--- config.mk ---
export PLATFORM = sky130hd
export DESIGN_NAME = segmux_lcd_ctrl
export DESIGN_NICKNAME = d
export VERILOG_FILES = /design/src/rtl/segmux_pkg.sv /design/src/rtl/segmux_regs.sv /design/src/rtl/segmux_phase.sv /design/src/rtl/segmux_blink.sv /design/src/rtl/segmux_lcd_ctrl.sv
export SDC_FILE = /design/constraint.sdc
export NUM_CORES = 1
export LEC_CHECK = 0
export ABC_AREA = 1
export BUFFER_PORTS_ARGS = -buffer_cell sky130_fd_sc_hd__buf_2
export CAP_MARGIN = 20
export CORE_MARGIN = 1
export CORE_UTILIZATION = 35
export CTS_CLUSTER_SIZE = 16
export DETAILED_ROUTE_END_ITERATION = 10
export GPL_TIMING_DRIVEN = 0
export SLEW_MARGIN = 20
export SYNTH_ARGS = -nofsm -noshare
export SYNTH_HDL_FRONTEND = slang
export SYNTH_HIERARCHICAL = 1
export SYNTH_SLANG_ARGS = --single-unit
--- constraint.sdc ---
create_clock -name clk_i -period 2.34 [get_ports clk_i]
set_input_delay 0.117 -clock clk_i [delete_from_list [all_inputs] [get_ports clk_i]]
set_output_delay 0.117 -clock clk_i [all_outputs]
set_load 0.005 [all_outputs]
--- src/rtl/segmux_pkg.sv ---
package segmux_pkg;

  typedef struct packed {
    logic       en;
    logic       blink;
    logic       slp_ovr;
    logic       clk_slow;
    logic       bias;
    logic [1:0] mux;
  } cfg_t;

  // number of commons for a multiplex code (0 = off)
  function automatic logic [2:0] ncom_of(input logic [1:0] m);
    return (m == 2'b00) ? 3'd0 : ({1'b0, m} + 3'd1);
  endfunction

  // [0]: shared pin 0 is common 3, [1]: shared pin 1 is common 2
  function automatic logic [1:0] pin_role(input logic [1:0] m);
    return {m[1], (m == 2'b11)};
  endfunction

  function automatic logic [7:0] cfg_byte(input cfg_t c);
    return {c.en, 1'b0, c.blink, c.slp_ovr, c.clk_slow, c.bias, c.mux};
  endfunction

endpackage

--- src/rtl/segmux_regs.sv ---
module segmux_regs
  import segmux_pkg::*;
#(
  parameter int NSEG   = 17,
  parameter int ADDR_W = 5
) (
  input  logic              clk,
  input  logic              rst_n,
  input  logic              we,
  input  logic [ADDR_W-1:0] addr,
  input  logic [7:0]        wdata,
  output logic [7:0]        rdata,
  output cfg_t              cfg,
  output logic              cfg_wr,
  output logic              clr_evt,
  output logic [NSEG*4-1:0] seg_data
);

  logic [3:0] mem [NSEG];

  assign cfg_wr  = we && (addr == '0);
  assign clr_evt = cfg_wr && wdata[6];

  always_ff @(posedge clk or negedge rst_n) begin
    if (!rst_n) begin
      cfg <= '0;
    end else if (cfg_wr) begin
      cfg <= '{en: wdata[7], blink: wdata[5], slp_ovr: wdata[4],
               clk_slow: wdata[3], bias: wdata[2], mux: wdata[1:0]};
    end
  end

  always_ff @(posedge clk or negedge rst_n) begin
    if (!rst_n) begin
      for (int i = 0; i < NSEG; i++) mem[i] <= '0;
    end else if (clr_evt) begin
      for (int i = 0; i < NSEG; i++) mem[i] <= '0;
    end else if (we) begin
      for (int i = 0; i < NSEG; i++)
        if (addr == ADDR_W'(i + 1)) mem[i] <= wdata[3:0];
    end
  end

  always_comb begin
    rdata = '0;
    if (addr == '0) rdata = cfg_byte(cfg);
    for (int i = 0; i < NSEG; i++)
      if (addr == ADDR_W'(i + 1)) rdata = {4'b0, mem[i]};
  end

  for (genvar g = 0; g < NSEG; g++) begin : g_flat
    assign seg_data[g*4 +: 4] = mem[g];
  end

endmodule

--- src/rtl/segmux_phase.sv ---
module segmux_phase (
  input  logic       clk,
  input  logic       rst_n,
  input  logic       run,
  input  logic       restart,
  input  logic       adv,
  input  logic [2:0] ncom,
  output logic [1:0] phase,
  output logic       pol,
  output logic       frame_evt
);

  logic last;
  assign last      = ({1'b0, phase} >= (ncom - 3'd1));
  assign frame_evt = run && adv && last;

  always_ff @(posedge clk or negedge rst_n) begin
    if (!rst_n) begin
      phase <= '0;
      pol   <= 1'b0;
    end else if (!run || restart) begin
      phase <= '0;
      pol   <= 1'b0;
    end else if (adv) begin
      if (last) begin
        phase <= '0;
        pol   <= ~pol;
      end else begin
        phase <= phase + 2'd1;
      end
    end
  end

endmodule

--- src/rtl/segmux_blink.sv ---
module segmux_blink #(
  parameter int DIV_FAST = 512,
  parameter int DIV_SLOW = 32
) (
  input  logic clk,
  input  logic rst_n,
  input  logic run,
  input  logic restart,
  input  logic slow,
  input  logic adv,
  input  logic frame_evt,
  output logic blank
);

  localparam int DMAX = (DIV_FAST > DIV_SLOW) ? DIV_FAST : DIV_SLOW;
  localparam int CW   = $clog2(DMAX + 1);

  logic [CW-1:0] cnt, lim;
  logic          pend, hit;

  assign lim = slow ? CW'(DIV_SLOW - 1) : CW'(DIV_FAST - 1);
  assign hit = adv && (cnt >= lim);

  always_ff @(posedge clk or negedge rst_n) begin
    if (!rst_n) begin
      cnt   <= '0;
      pend  <= 1'b0;
      blank <= 1'b0;
    end else if (!run || restart) begin
      cnt   <= '0;
      pend  <= 1'b0;
      blank <= 1'b0;
    end else begin
      if (adv) cnt <= hit ? '0 : cnt + 1'b1;
      if (frame_evt && (pend || hit)) begin
        blank <= ~blank;
        pend  <= 1'b0;
      end else if (hit) begin
        pend <= 1'b1;
      end
    end
  end

endmodule

--- src/rtl/segmux_lcd_ctrl.sv ---
module segmux_lcd_ctrl
  import segmux_pkg::*;
#(
  parameter int DSEG     = 15,
  parameter int ADDR_W   = 5,
  parameter int DIV_FAST = 512,
  parameter int DIV_SLOW = 32
) (
  input  logic              clk_i,
  input  logic              rst_n_i,
  input  logic              bus_we_i,
  input  logic [ADDR_W-1:0] bus_addr_i,
  input  logic [7:0]        bus_wdata_i,
  output logic [7:0]        bus_rdata_o,
  input  logic              sleep_i,
  input  logic              tick_fast_i,
  input  logic              tick_slow_i,
  output logic [1:0]        com_o,
  output logic [DSEG-1:0]   seg_o,
  output logic [1:0]        shr_o,
  output logic [1:0]        shr_is_com_o,
  output logic              frame_pol_o
);

  localparam int NSEG = DSEG + 2;

  cfg_t              cfg;
  logic              cfg_wr, clr_evt, disp_on, adv, frame_evt, pol, blank;
  logic [NSEG*4-1:0] seg_data;
  logic [2:0]        ncom;
  logic [1:0]        phase;
  logic [3:0]        com_lvl;
  logic [NSEG-1:0]   seg_lvl;

  segmux_regs #(.NSEG(NSEG), .ADDR_W(ADDR_W)) u_regs (
    .clk(clk_i), .rst_n(rst_n_i), .we(bus_we_i), .addr(bus_addr_i),
    .wdata(bus_wdata_i), .rdata(bus_rdata_o), .cfg(cfg), .cfg_wr(cfg_wr),
    .clr_evt(clr_evt), .seg_data(seg_data)
  );

  assign disp_on = cfg.en && !(cfg.slp_ovr && sleep_i) && (cfg.mux != 2'b00);
  assign ncom    = ncom_of(cfg.mux);
  assign adv     = cfg.clk_slow ? tick_slow_i : tick_fast_i;

  segmux_phase u_phase (
    .clk(clk_i), .rst_n(rst_n_i), .run(disp_on), .restart(cfg_wr),
    .adv(adv), .ncom(ncom), .phase(phase), .pol(pol), .frame_evt(frame_evt)
  );

  segmux_blink #(.DIV_FAST(DIV_FAST), .DIV_SLOW(DIV_SLOW)) u_blink (
    .clk(clk_i), .rst_n(rst_n_i), .run(disp_on && cfg.blink),
    .restart(cfg_wr), .slow(cfg.clk_slow), .adv(adv),
    .frame_evt(frame_evt), .blank(blank)
  );

  for (genvar c = 0; c < 4; c++) begin : g_com
    assign com_lvl[c] = disp_on && (phase == 2'(c));
  end

  for (genvar s = 0; s < NSEG; s++) begin : g_seg
    assign seg_lvl[s] = disp_on && !blank && seg_data[s*4 + int'(phase)];
  end

  assign shr_is_com_o = pin_role(cfg.mux);
  assign com_o        = com_lvl[1:0];
  assign seg_o        = seg_lvl[DSEG-1:0];
  assign shr_o[0]     = shr_is_com_o[0] ? com_lvl[3] : seg_lvl[DSEG];
  assign shr_o[1]     = shr_is_com_o[1] ? com_lvl[2] : seg_lvl[DSEG+1];
  assign frame_pol_o  = pol;

endmodule

==> summary.txt, run 1 <==
status: finished clean
number of global-route vias before repair: 4873
register bit total from synthesis: 90
hpwl dp: 11500 um
Crit. End Element: primary output
Hold WC Path Type: in2reg
TritonCTS clock tree: built
Final setup viols: 0
max_slew headroom: 53.9%
CP delay by family, top: simple AND/OR/NAND/NOR gates
Crit-path slowest cell: dfrtp_2
clock skew after layout: 4.75 ps
Synth Net Count: 788
post-synth top area share: 40.5%
Clock Sink Count: 90
port bufs: 47
clock slew seen by the registers of the worst setup and hold paths: 60 ps
drt drc: 0
first-pass GRT wire length: 25900 um
Root Buffer: clkbuf_16
Post-CTS Setup Bufs: 0
# fillers: 1652
Antenna Nets Post-Route: 0
initial drt markers: 309
final period utilization: 92.6%
Final Power: 4.60 mW
RD Place Congestion: 0.931
fin nets: 851
min Tclk post-route: 2170 ps
Reg2Reg Setup Slack: 270 ps
crit path DAT: 2050 ps
setup TNS: 0 ps
VDD IR max: 0.490 mV
CTS max path bufs: 2
TritonCTS Buffers: 9
Die Span Y: 128 um
DP Area: 6100 um2
final non-filler cell total: 1035
Hold Fails Final Rpt: 0
share of cells above drive strength 1: 16.7%
WL/cell: 15.4 um
Cell Area, Synth: 5560 um2
Syn Inst Count: 758
commonest register cell after synthesis: dfrtp_1
IO Count: 49
die area: 16400 um2
WP data required: 2220 ps
placed cells: 1017
Avg Cell Area, Syn: 7.34 um2
total wire length: 15900 um
Most common cell on crit path: nand4_1
Area growth syn-to-layout: 15.6%
power per cell area: 716 nW/um2
RSZ-0062 raised after global routing: false
f_max: 462 MHz
DRT Pass-1 Iters: 5
Final Slew Violations: 0
cell taking the most area after synthesis: dfrtp_1
Initial Util: 36.2%
Lkg Pwr: 3.21 nW
diodes inserted: 0
Final Instance Area: 6430 um2
slowest stage delay, CP: 480 ps
Clk Latency, worst-skew pair: 350 ps
Synth area leaders: dfrtp_1 40%, nand2_1 17%, inv_1 5.1%
number of distinct library cells after synthesis: 47
critical path type: reg2out
vias per cell: 4.91
Post-synth ARST share: 100%
total gr overflow: 0
H-tree levels: 3
initial antenna violation count: 0
CP bufs+invs: 1
GRT Total Usage: 21.0%
DIE WIDTH: 128 um
Site Rows: 45
startpoint types: register
Synth Warn #: 6
sequential fraction of the synthesis area: 40.5%
Core ar.: 15400 um2
Post-synth EDFFs: 0
worst-path maximum fanout: 8
worst slew pin tran: 691 ps
worst path cell trace: nand4_1 -> nand2_1 -> nor2_1 -> nand4_1 -> nand2_1 -> nand4_1 -> nand2_1 -> nand4_1 -> nor2_1 -> nand4_1 -> buf_2
largest net degree at the start of global routing: 78
DR vias: 5080
max_cap viols: 0
[metrics by stage]
stage               util [%]  worst slack [ps]  hold slack [ps]
floorplan                  -               351             -179
global placement        39.4              84.4              342
detailed placement      39.7              85.2            -48.2
CTS                     41.8              69.6             45.7
global route            41.8              15.7             64.8
finish                  41.8               174             44.3
[worst register-to-register path, stage by stage (launching register included)]
cell      delay, ps
dfrtp_1         420
inv_1            90
ha_1            200
nor2_1          160
nand2_1         160
nor2_1          110
inv_1            90
nor2_8          180
nand2_2         140
inv_2           170
o21ai_0         100
a21boi_2        150
[state kept, by name, summed over array words and instances, names as in the netlist]
signal,cells
u_blink/pend,1
u_blink/blank,1
u_regs/cfg,7
u_phase/phase,2
u_regs/seg_data,68
u_blink/cnt,10
u_phase/pol,1
[per-layer routing]
layer / wire, um / vias to the layer above / part of all wire (%) / GRT usage [%]
li1: - / 2554 / - / -
met5: 0 / - / 0 / 0
met2: 7400 / 145 / 46 / 34.8
met3: 890 / 17 / 5.6 / 4.84
met4: 237 / 0 / 1.5 / 5.05
met1: 7400 / 2364 / 46 / 27.6
[final timing paths]
path                                startpoint             endpoint  cells after the start
worst max-delay path             u_regs/cfg[1]       bus_rdata_o[1]                     11
worst min-delay path            bus_wdata_i[3]        u_regs/cfg[3]                      3
worst max register to register   u_regs/cfg[0]       u_blink/cnt[7]                     11
worst min register to register     u_phase/pol          u_phase/pol                      2
max in group asynchronous              rst_n_i  u_regs/seg_data[50]                      3
min in group asynchronous              rst_n_i       u_blink/cnt[8]                      2
[power by group]
group	leakage [nW]	switching, mW	internal, mW
clock	0.138	0.600	0.800
combinational	1.92	0.658	0.410
sequential	1.16	0.275	1.86
total	3.21	1.53	3.07
[final cells by class]
cell class	instances	area [um2]	area share, %
plain buffers	18	131	2.04
repair buffers	52	309	4.80
flip-flops and latches	90	2250	35.0
clock inverters	1	8.76	0.136
well taps	211	264	4.10
clock buffers	13	270	4.20
multi-input cells	565	2870	44.6
inverters	85	327	5.08
[logic make-up (layout without fill, tap and decap cells)]
family / count (synthesis) / after routing / synth area share, %
simple gates: 430 / 430 / 34.5
compound gates: 109 / 109 / 11.6
buf+inv: 103 / 169 / 8.16
flops: 90 / 90 / 40.5
fa+ha+maj: 11 / 11 / 2.47
xor+xnor: 7 / 7 / 1.10
mux: 7 / 7 / 1.55
other cells: 1 / 1 / 0.0674
[cell usage in the layout (no fill, tap or decap), types with 2 or more instances in the layout]
cell type	instances
a21oi_1	11
a21oi_2	8
buf_2	52
buf_4	5
buf_6	4
clkbuf_1	2
clkbuf_16	9
clkbuf_8	3
dfrtp_1	89
dlygate4sd3_1	4
ha_1	11
inv_1	75
inv_2	6
inv_4	3
mux2_2	5
mux2_4	2
nand2_1	250
nand2_2	4
nand2_4	3
nand3_1	54
nand3_2	3
nand3b_1	3
nand4_1	15
nor2_1	73
nor2_2	5
nor2_4	4
nor2_8	3
nor3_1	5
nor3_2	2
o21ai_0	55
o21ai_1	19
o21ai_2	8
or2_0	3
xnor2_1	2
xor2_1	5
[Yosys cell counts, types with 2 or more instances]
library cell / instances
nor2_2: 4
nand2_1: 250
nand2_2: 4
nor2_4: 4
nand2_4: 3
dfrtp_1: 90
nand3_1: 55
buf_4: 5
nor3_1: 6
o21ai_2: 8
inv_4: 3
mux2_2: 5
buf_2: 6
buf_6: 3
nand3b_1: 3
nor2_8: 3
o21ai_0: 55
clkbuf_1: 2
inv_1: 75
nand4_1: 15
xnor2_1: 2
nand3_2: 2
xor2_1: 5
or2_0: 3
nor2_1: 74
mux2_4: 2
ha_1: 11
a21oi_2: 8
a21oi_1: 11
o21ai_1: 19
inv_2: 6
[timing repair]
item,in CTS,in global routing
hold endpoints to repair,93,0
endpoints found under the setup margin,10,14
gates resized for setup,3,3
hold buffers,4,0
pin swaps,0,0
Power figures use the tool's default switching activity.
==> inputs of run 2 (changes only) <==
BUFFER_PORTS_ARGS = not set   (was -buffer_cell sky130_fd_sc_hd__buf_2)
DONT_BUFFER_PORTS = 1   (was not set)
clock period = 1.95 ns   (was 2.34 ns; I/O delays follow)
==> run 2 against run 1 <==
  * The flow now finishes with violations (hold timing, setup timing)
  * Flip-flop and latch count unchanged
  * Register-to-register slack lost 320 ps
  * Power rose by 25%
  * Clock-buffer cell count unchanged
  * Sequential power grew 20%
  * Clock power grew 31%
==> summary.txt, run 2 (synthesis results as in run 1) <==
max_slew headroom: 52.8% (-1.1 points)
power per cell area: 892 nW/um2 (+25%)
TritonCTS clock tree: built
Core ar.: 15400 um2 (unchanged)
placed cells: 969 (-4.7%)
TritonCTS Buffers: 9 (unchanged)
largest net degree at the start of global routing: 91 (+17%)
diodes inserted: 0 (unchanged)
Most common cell on crit path: nand4_1
Final Slew Violations: 0 (unchanged)
Final Instance Area: 6460 um2 (+0.39%)
sequential share of power: 44.4% (-2.0 points)
DP Area: 5830 um2 (-4.4%)
Hold WC Path Type: in2async
number of global-route vias before repair: 4665 (-4.3%)
setup TNS: -268 ps (-268 ps)
DR vias: 4949 (-2.6%)
vias per cell: 4.93 (+0.53%)
combinational power share: 23.8% (+0.6 points)
H-tree levels: 3 (unchanged)
cell-internal power: 3.86 mW (+26%)
Initial Util: 36.2% (unchanged)
CTS max path bufs: 2 (unchanged)
most frequent cells in the layout: 244 x nand2_1, 86 x dfrtp_1, 72 x inv_1
switch share: 33.1% (-0.24 points)
Lkg Pwr: 3.10 nW (-3.6%)
Crit-path slowest cell: dfrtp_2
violations in the final reports: hold timing, setup timing
Hold Slack: -564 ps (-608 ps)
max reg flops: 68 (unchanged)
RSZ-0062 raised after global routing: true
crit path DAT: 1950 ps (-100 ps)
initial drt markers: 326 (+5.5%)
Crit. End Element: primary output
CP delay by family, top: simple AND/OR/NAND/NOR gates
final non-filler cell total: 1003 (-3.1%)
share of cells above drive strength 1: 16.2% (-0.59 points)
DRT Pass-1 Iters: 5 (unchanged)
max_cap viols: 0 (unchanged)
DIE WIDTH: 128 um (unchanged)
initial antenna violation count: 0 (unchanged)
Clk pwr share: 31.7% (+1.3 points)
fin util: 42.0% (+0.16 points)
drt drc: 0 (unchanged)
VDD IR max: 0.536 mV (+9.3%)
commonest non-fill, non-tap cell in the layout: nand2_1
RD Place Congestion: 0.951 (+2.1%)
Clk Latency, worst-skew pair: 350 ps (about the same)
WP data required: 1850 ps (-370 ps)
status: finished, violations left
Site Rows: 45 (unchanged)
Die Span Y: 128 um (unchanged)
f_max: 489 MHz
total wire length: 16200 um (+1.7%)
# fillers: 1589 (-3.8%)
PnR worst setup slack: -93.7 ps (-268 ps)
Root Buffer: clkbuf_16
Antenna Nets Post-Route: 0 (unchanged)
Area growth syn-to-layout: 16.1%
worst path cell trace: nand4_1 -> nand2_1 -> nor2_1 -> nand4_1 -> nand2_1 -> nand4_1 -> nand2_1 -> nand4_1 -> nor2_2 -> nand4_1
startpoint types: register
GRT Total Usage: 20.7% (-0.33 points)
critical path type: reg2out
WL/cell: 16.1 um (+4.9%)
Psw: 1.90 mW (+24%)
total gr overflow: 0 (unchanged)
fin nets: 817 (-4.0%)
Final setup viols: 5 (+5)
worst slew pin tran: 708 ps (+16.4 ps)
Final Power: 5.76 mW (+25%)
die area: 16400 um2 (unchanged)
slowest stage delay, CP: 490 ps (about the same)
clock skew after layout: 3.92 ps (-0.826 ps)
port bufs: 0 (-100%)
hold buffers post-CTS: 8 (+4)
Hold Fails Final Rpt: 90 (+90)
min Tclk post-route: 2040 ps
worst-path maximum fanout: 8 (unchanged)
first-pass GRT wire length: 25500 um (-1.8%)
hpwl dp: 11400 um (-0.67%)
final period utilization: 105%
CP bufs+invs: 0 (-1)
clock slew seen by the registers of the worst setup and hold paths: 60 ps (about the same)
Clock Sink Count: 90 (unchanged)
worst slack, placed: -228 ps (-313 ps)
IO Count: 49 (unchanged)
run 2: cell count changes in the layout (fill, tap and decap cells not counted), moves of 4 or more:
cell | before | now
buf_4 | 5 | 13
nor2_1 | 73 | 66
dlygate4sd3_1 | 4 | 8
nand2_1 | 250 | 244
buf_2 | 52 | 5
nor2_2 | 5 | 10
run 2: worst reg2reg max path: stages (launching register included):
cell and delay (ps):
dfrtp_2 490, inv_2 70, ha_4 260, inv_2 40, ha_4 240, ha_4 260, nand2_2 40, nand2_2 70
nand2_4 60, nor3_4 150, nand2_1 80, nand3_1 60, nand2_1 50
run 2: final cells by class:
cell class / instances / area, um2 / share of cell area [%]
Multi-Input combinational cell: 565 / 3000 / 46.4
Clock buffer: 13 / 260 / 4.03
Sequential cell: 90 / 2260 / 35.0
Buffer: 18 / 141 / 2.19
Tap cell: 211 / 264 / 4.09
Timing Repair Buffer: 18 / 163 / 2.52
Inverter: 85 / 329 / 5.10
Clock inverter: 3 / 46.3 / 0.717
run 2: what timing repair did:
action,CTS,global route
endpoints found under the setup margin,28,28
gates resized for setup,26,18
endpoints found under the hold margin,108,90
setup buffers,5,5
cloned,0,0
pin swaps,10,7
run 2: power by group through the flow:
stage,Combinational [mW],Sequential [mW],Clock [mW]
global placement,1.12,2.59,0
detailed placement,1.13,2.60,0
CTS,1.28,2.56,1.88
global route,1.54,2.61,1.94
finish,1.37,2.56,1.83
floorplan,0.881,2.48,0
run 2: path summary, 6_finish.rpt:
| check | cells past startpoint | slack, ps | end | startpoint |
|---|---|---|---|---|
| hold / removal | 0 | -560 | u_blink/cnt[8] | rst_n_i |
| min in group clk_i | 3 | 70 | u_regs/seg_data[3] | bus_wdata_i[6] |
| setup / recovery | 10 | -90 | bus_rdata_o[1] | u_regs/cfg[1] |
| hold reg to reg | 1 | 500 | u_blink/cnt[0] | u_blink/cnt[0] |
| setup reg to reg | 12 | -50 | u_blink/blank | u_regs/cfg[1] |
| max in group asynchronous | 0 | 2350 | u_regs/seg_data[34] | rst_n_i |
run 2: per-layer routing:
metal / GRT usage, % / vias to the layer above / routed length, um
li1: - / 2494 / -
met1: 27.6 / 2324 / 7420
met2: 33.7 / 118 / 7640
met3: 5.34 / 13 / 951
met4: 4.22 / 0 / 180
met5: 0 / - / 0
==> inputs of run 3 (changes only) <==
ABC_AREA = not set   (was 1)
CORE_ASPECT_RATIO = 0.9   (was not set)
==> run 3 against run 2 <==
  * Clock skew rose by 4.4 ps
  * Setup slack got worse by 260 ps
  * Sequential power shrank 4%
  * The run still ends with hold timing, setup timing left
  * Largest power group unchanged
  * Clock power shrank 5%
  * Global-route usage grew 1.8 points
  * Synthesized area grew 4.7%
==> summary.txt, run 3 <==
Synth Net Count: 645 (-18%)
r2r worst-path depth: 12 (unchanged)
Initial Util: 36.0% (-0.21 points)
CTS max path bufs: 2 (unchanged)
total wire length: 18800 um (+16%)
Crit. End Element: register
Synth area leaders: dfrtp_1 39%, mux2i_1 7.4%, mux4_2 5.0%
drt drc: 0 (unchanged)
Core ar.: 16200 um2 (+5.3%)
Clock Sink Count: 90 (unchanged)
GRT Total Usage: 22.5% (+1.8 points)
largest net degree at the start of global routing: 91 (unchanged)
status: finished, violations left
Clk Latency, worst-skew pair: 350 ps (about the same)
fin util: 41.9% (-0.066 points)
commonest non-fill, non-tap cell in the layout: dfrtp_1
sequential fraction of the synthesis area: 38.7% (-1.8 points)
Area growth syn-to-layout: 16.6%
most frequent cell after synthesis: dfrtp_1
vias per cell: 5.98 (+21%)
Cell Area, Synth: 5820 um2 (+4.7%)
register area: 2260 um2 (unchanged)
max reg flops: 68 (unchanged)
Hold WC Path Type: in2async
Synth Warn #: 6 (unchanged)
DRT Pass-1 Iters: 5 (unchanged)
IO Count: 49 (unchanged)
# fillers: 1607 (+1.1%)
clock skew after layout: 8.32 ps (+4.40 ps)
power per cell area: 816 nW/um2 (-8.5%)
Syn Inst Count: 615 (-19%)
DIE WIDTH: 138 um (+7.7%)
commonest register cell after synthesis: dfrtp_1
Die Span Y: 124 um (-2.9%)
clock slew seen by the registers of the worst setup and hold paths: 70 ps (about the same)
Post-synth EDFFs: 0 (unchanged)
Antenna Nets Post-Route: 0 (unchanged)
Site Rows: 44 (-2.2%)
WL/cell: 22.0 um (+36%)
VDD IR max: 0.525 mV (-2.1%)
H-tree levels: 3 (unchanged)
worst slew pin tran: 732 ps (+24.2 ps)
WP data required: 2220 ps (+370 ps)
TritonCTS clock tree: built
Final Power: 5.54 mW (-3.8%)
PnR worst setup slack: -351 ps (-257 ps)
Avg Cell Area, Syn: 9.47 um2 (+29%)
final period utilization: 118% (+13 points)
Hold Fails Final Rpt: 90 (unchanged)
Synth top cells by count: 90 x dfrtp_1, 57 x nand2_1, 56 x nor2_1, 49 x a21oi_1
TritonCTS Buffers: 9 (unchanged)
first-pass GRT wire length: 28700 um (+13%)
number of global-route vias before repair: 4806 (+3.0%)
DR vias: 5116 (+3.4%)
diodes inserted: 0 (unchanged)
initial drt markers: 479 (+47%)
RD Place Congestion: 0.952 (+0.15%)
cell taking the most area after synthesis: dfrtp_1
hold buffers post-CTS: 3 (-5)
Final Slew Violations: 0 (unchanged)
die area: 17200 um2 (+4.6%)
Final setup viols: 15 (+10)
Post-synth ARST share: 100% (unchanged)
max_slew headroom: 51.2% (-1.6 points)
f_max: 435 MHz (-11%)
max_cap viols: 0 (unchanged)
initial antenna violation count: 1 (+1)
register bit total from synthesis: 90 (unchanged)
violations in the final reports: hold timing, setup timing
Root Buffer: clkbuf_16
fin nets: 674 (-18%)
port bufs: 0 (unchanged)
critical path type: reg2reg
Lkg Pwr: 2.89 nW (-6.6%)
crit path DAT: 2570 ps (+620 ps)
DP Area: 6100 um2 (+4.7%)
post-synth top area share: 38.7% (-1.8 points)
Final Instance Area: 6790 um2 (+5.1%)
Hold Slack: -561 ps (+2.94 ps)
RSZ-0062 raised after global routing: true
area of the multi-input gates: 3480 um2 (+16%)
total gr overflow: 0 (unchanged)
min Tclk post-route: 2300 ps (+257 ps)
startpoint types: register
number of distinct library cells after synthesis: 72 (+53%)
worst-path maximum fanout: 8 (unchanged)
share of cells above drive strength 1: 21.9% (+5.7 points)
hpwl dp: 13100 um (+14%)
most frequent cells in the layout: 86 x dfrtp_1, 56 x nand2_1, 53 x nor2_1
==> run 3: changes by cell type after synthesis, sizes merged, moves of 25 or more <==
cell / change
nand2: -201
inv: -71
mux2i: +43
o21ai: -39
nand3: -35
a21oi: +30
nor2: -28
nor2b: +25
==> run 3: critical path, stage by stage (launching register included) <==
cell     delay, ps
dfrtp_2        470
inv_2           80
ha_4           260
inv_2           40
ha_4           240
ha_4           240
a21oi_2        160
nor2b_2         70
and3_4         200
nand2_4         80
o21ai_2         70
o21a_1         160
nor3_1         150
==> run 3: area by class of cell <==
cell class	instances	area share, %
tap	207	3.81
buffer	49	4.39
sequential	90	33.2
inverter	14	0.774
multi-input combinational	461	51.3
timing repair buffer	19	2.21
clock inverter	5	0.811
clock buffer	11	3.43
==> run 3: metrics by stage <==
stage / setup slack (ps) / TNS (ps) / cells / hold slack (ps)
CTS: -310 / -1450 / 852 / -575
floorplan: -311 / -517 / 615 / -198
detailed placement: -720 / -20160 / 822 / -195
global route: -443 / -2870 / 856 / -575
finish: -351 / -1470 / 856 / -561
global placement: -725 / -21430 / 822 / -195
==> run 3: path summary, 6_finish.rpt <==
path	startpoint	to	slack, ps
worst max register to register	u_regs/cfg[1]	u_blink/blank	-350
max in group asynchronous	rst_n_i	u_regs/seg_data[18]	2390
worst min-delay path	rst_n_i	u_regs/seg_data[66]	-560
worst min register to register	u_regs/cfg[2]	u_regs/cfg[2]	520
min in group clk_i	tick_fast_i	u_phase/phase[1]	170
worst max-delay path	u_regs/cfg[1]	u_blink/blank	-350
==> run 3: timing repair <==
| action | 4_1_cts | 5_1_grt |
|---|---|---|
| setup buffers | 11 | 5 |
| setup endpoints to repair | 35 | 23 |
| gates resized for setup | 36 | 31 |
| pin swaps | 20 | 6 |
| endpoints found under the hold margin | 93 | 90 |
==> run 3: cells by family after synthesis <==
logic type | after synthesis | share of synthesized area [%]
AND/OR/NAND/NOR | 231 | 20.2
AO/OA/AOI/OAI | 143 | 15.7
flip-flops | 90 | 38.7
multiplexers | 74 | 17.2
buffers and inverters | 64 | 5.50
adder cells (fa/ha/maj) | 11 | 2.36
other | 1 | 0.0644
XOR/XNOR | 1 | 0.279
==> run 3: routing by layer <==
| layer | up-vias | global-route usage [%] | share of wire (%) |
|---|---|---|---|
| met4 | 2 | 7.42 | 2.5 |
| li1 | 2300 | - | - |
| met2 | 210 | 33.0 | 46 |
| met3 | 41 | 4.52 | 7.3 |
| met1 | 2563 | 32.7 | 45 |
| met5 | - | 0 | 0.053 |
==> run 3: power breakdown <==
part           total (mW)  internal [mW]  leakage (nW)  switching (mW)
sequential           2.46           2.16          1.18           0.297
combinational        1.35          0.681          1.58           0.672
clock                1.73          0.990         0.136           0.737
total                5.54           3.83          2.89            1.71
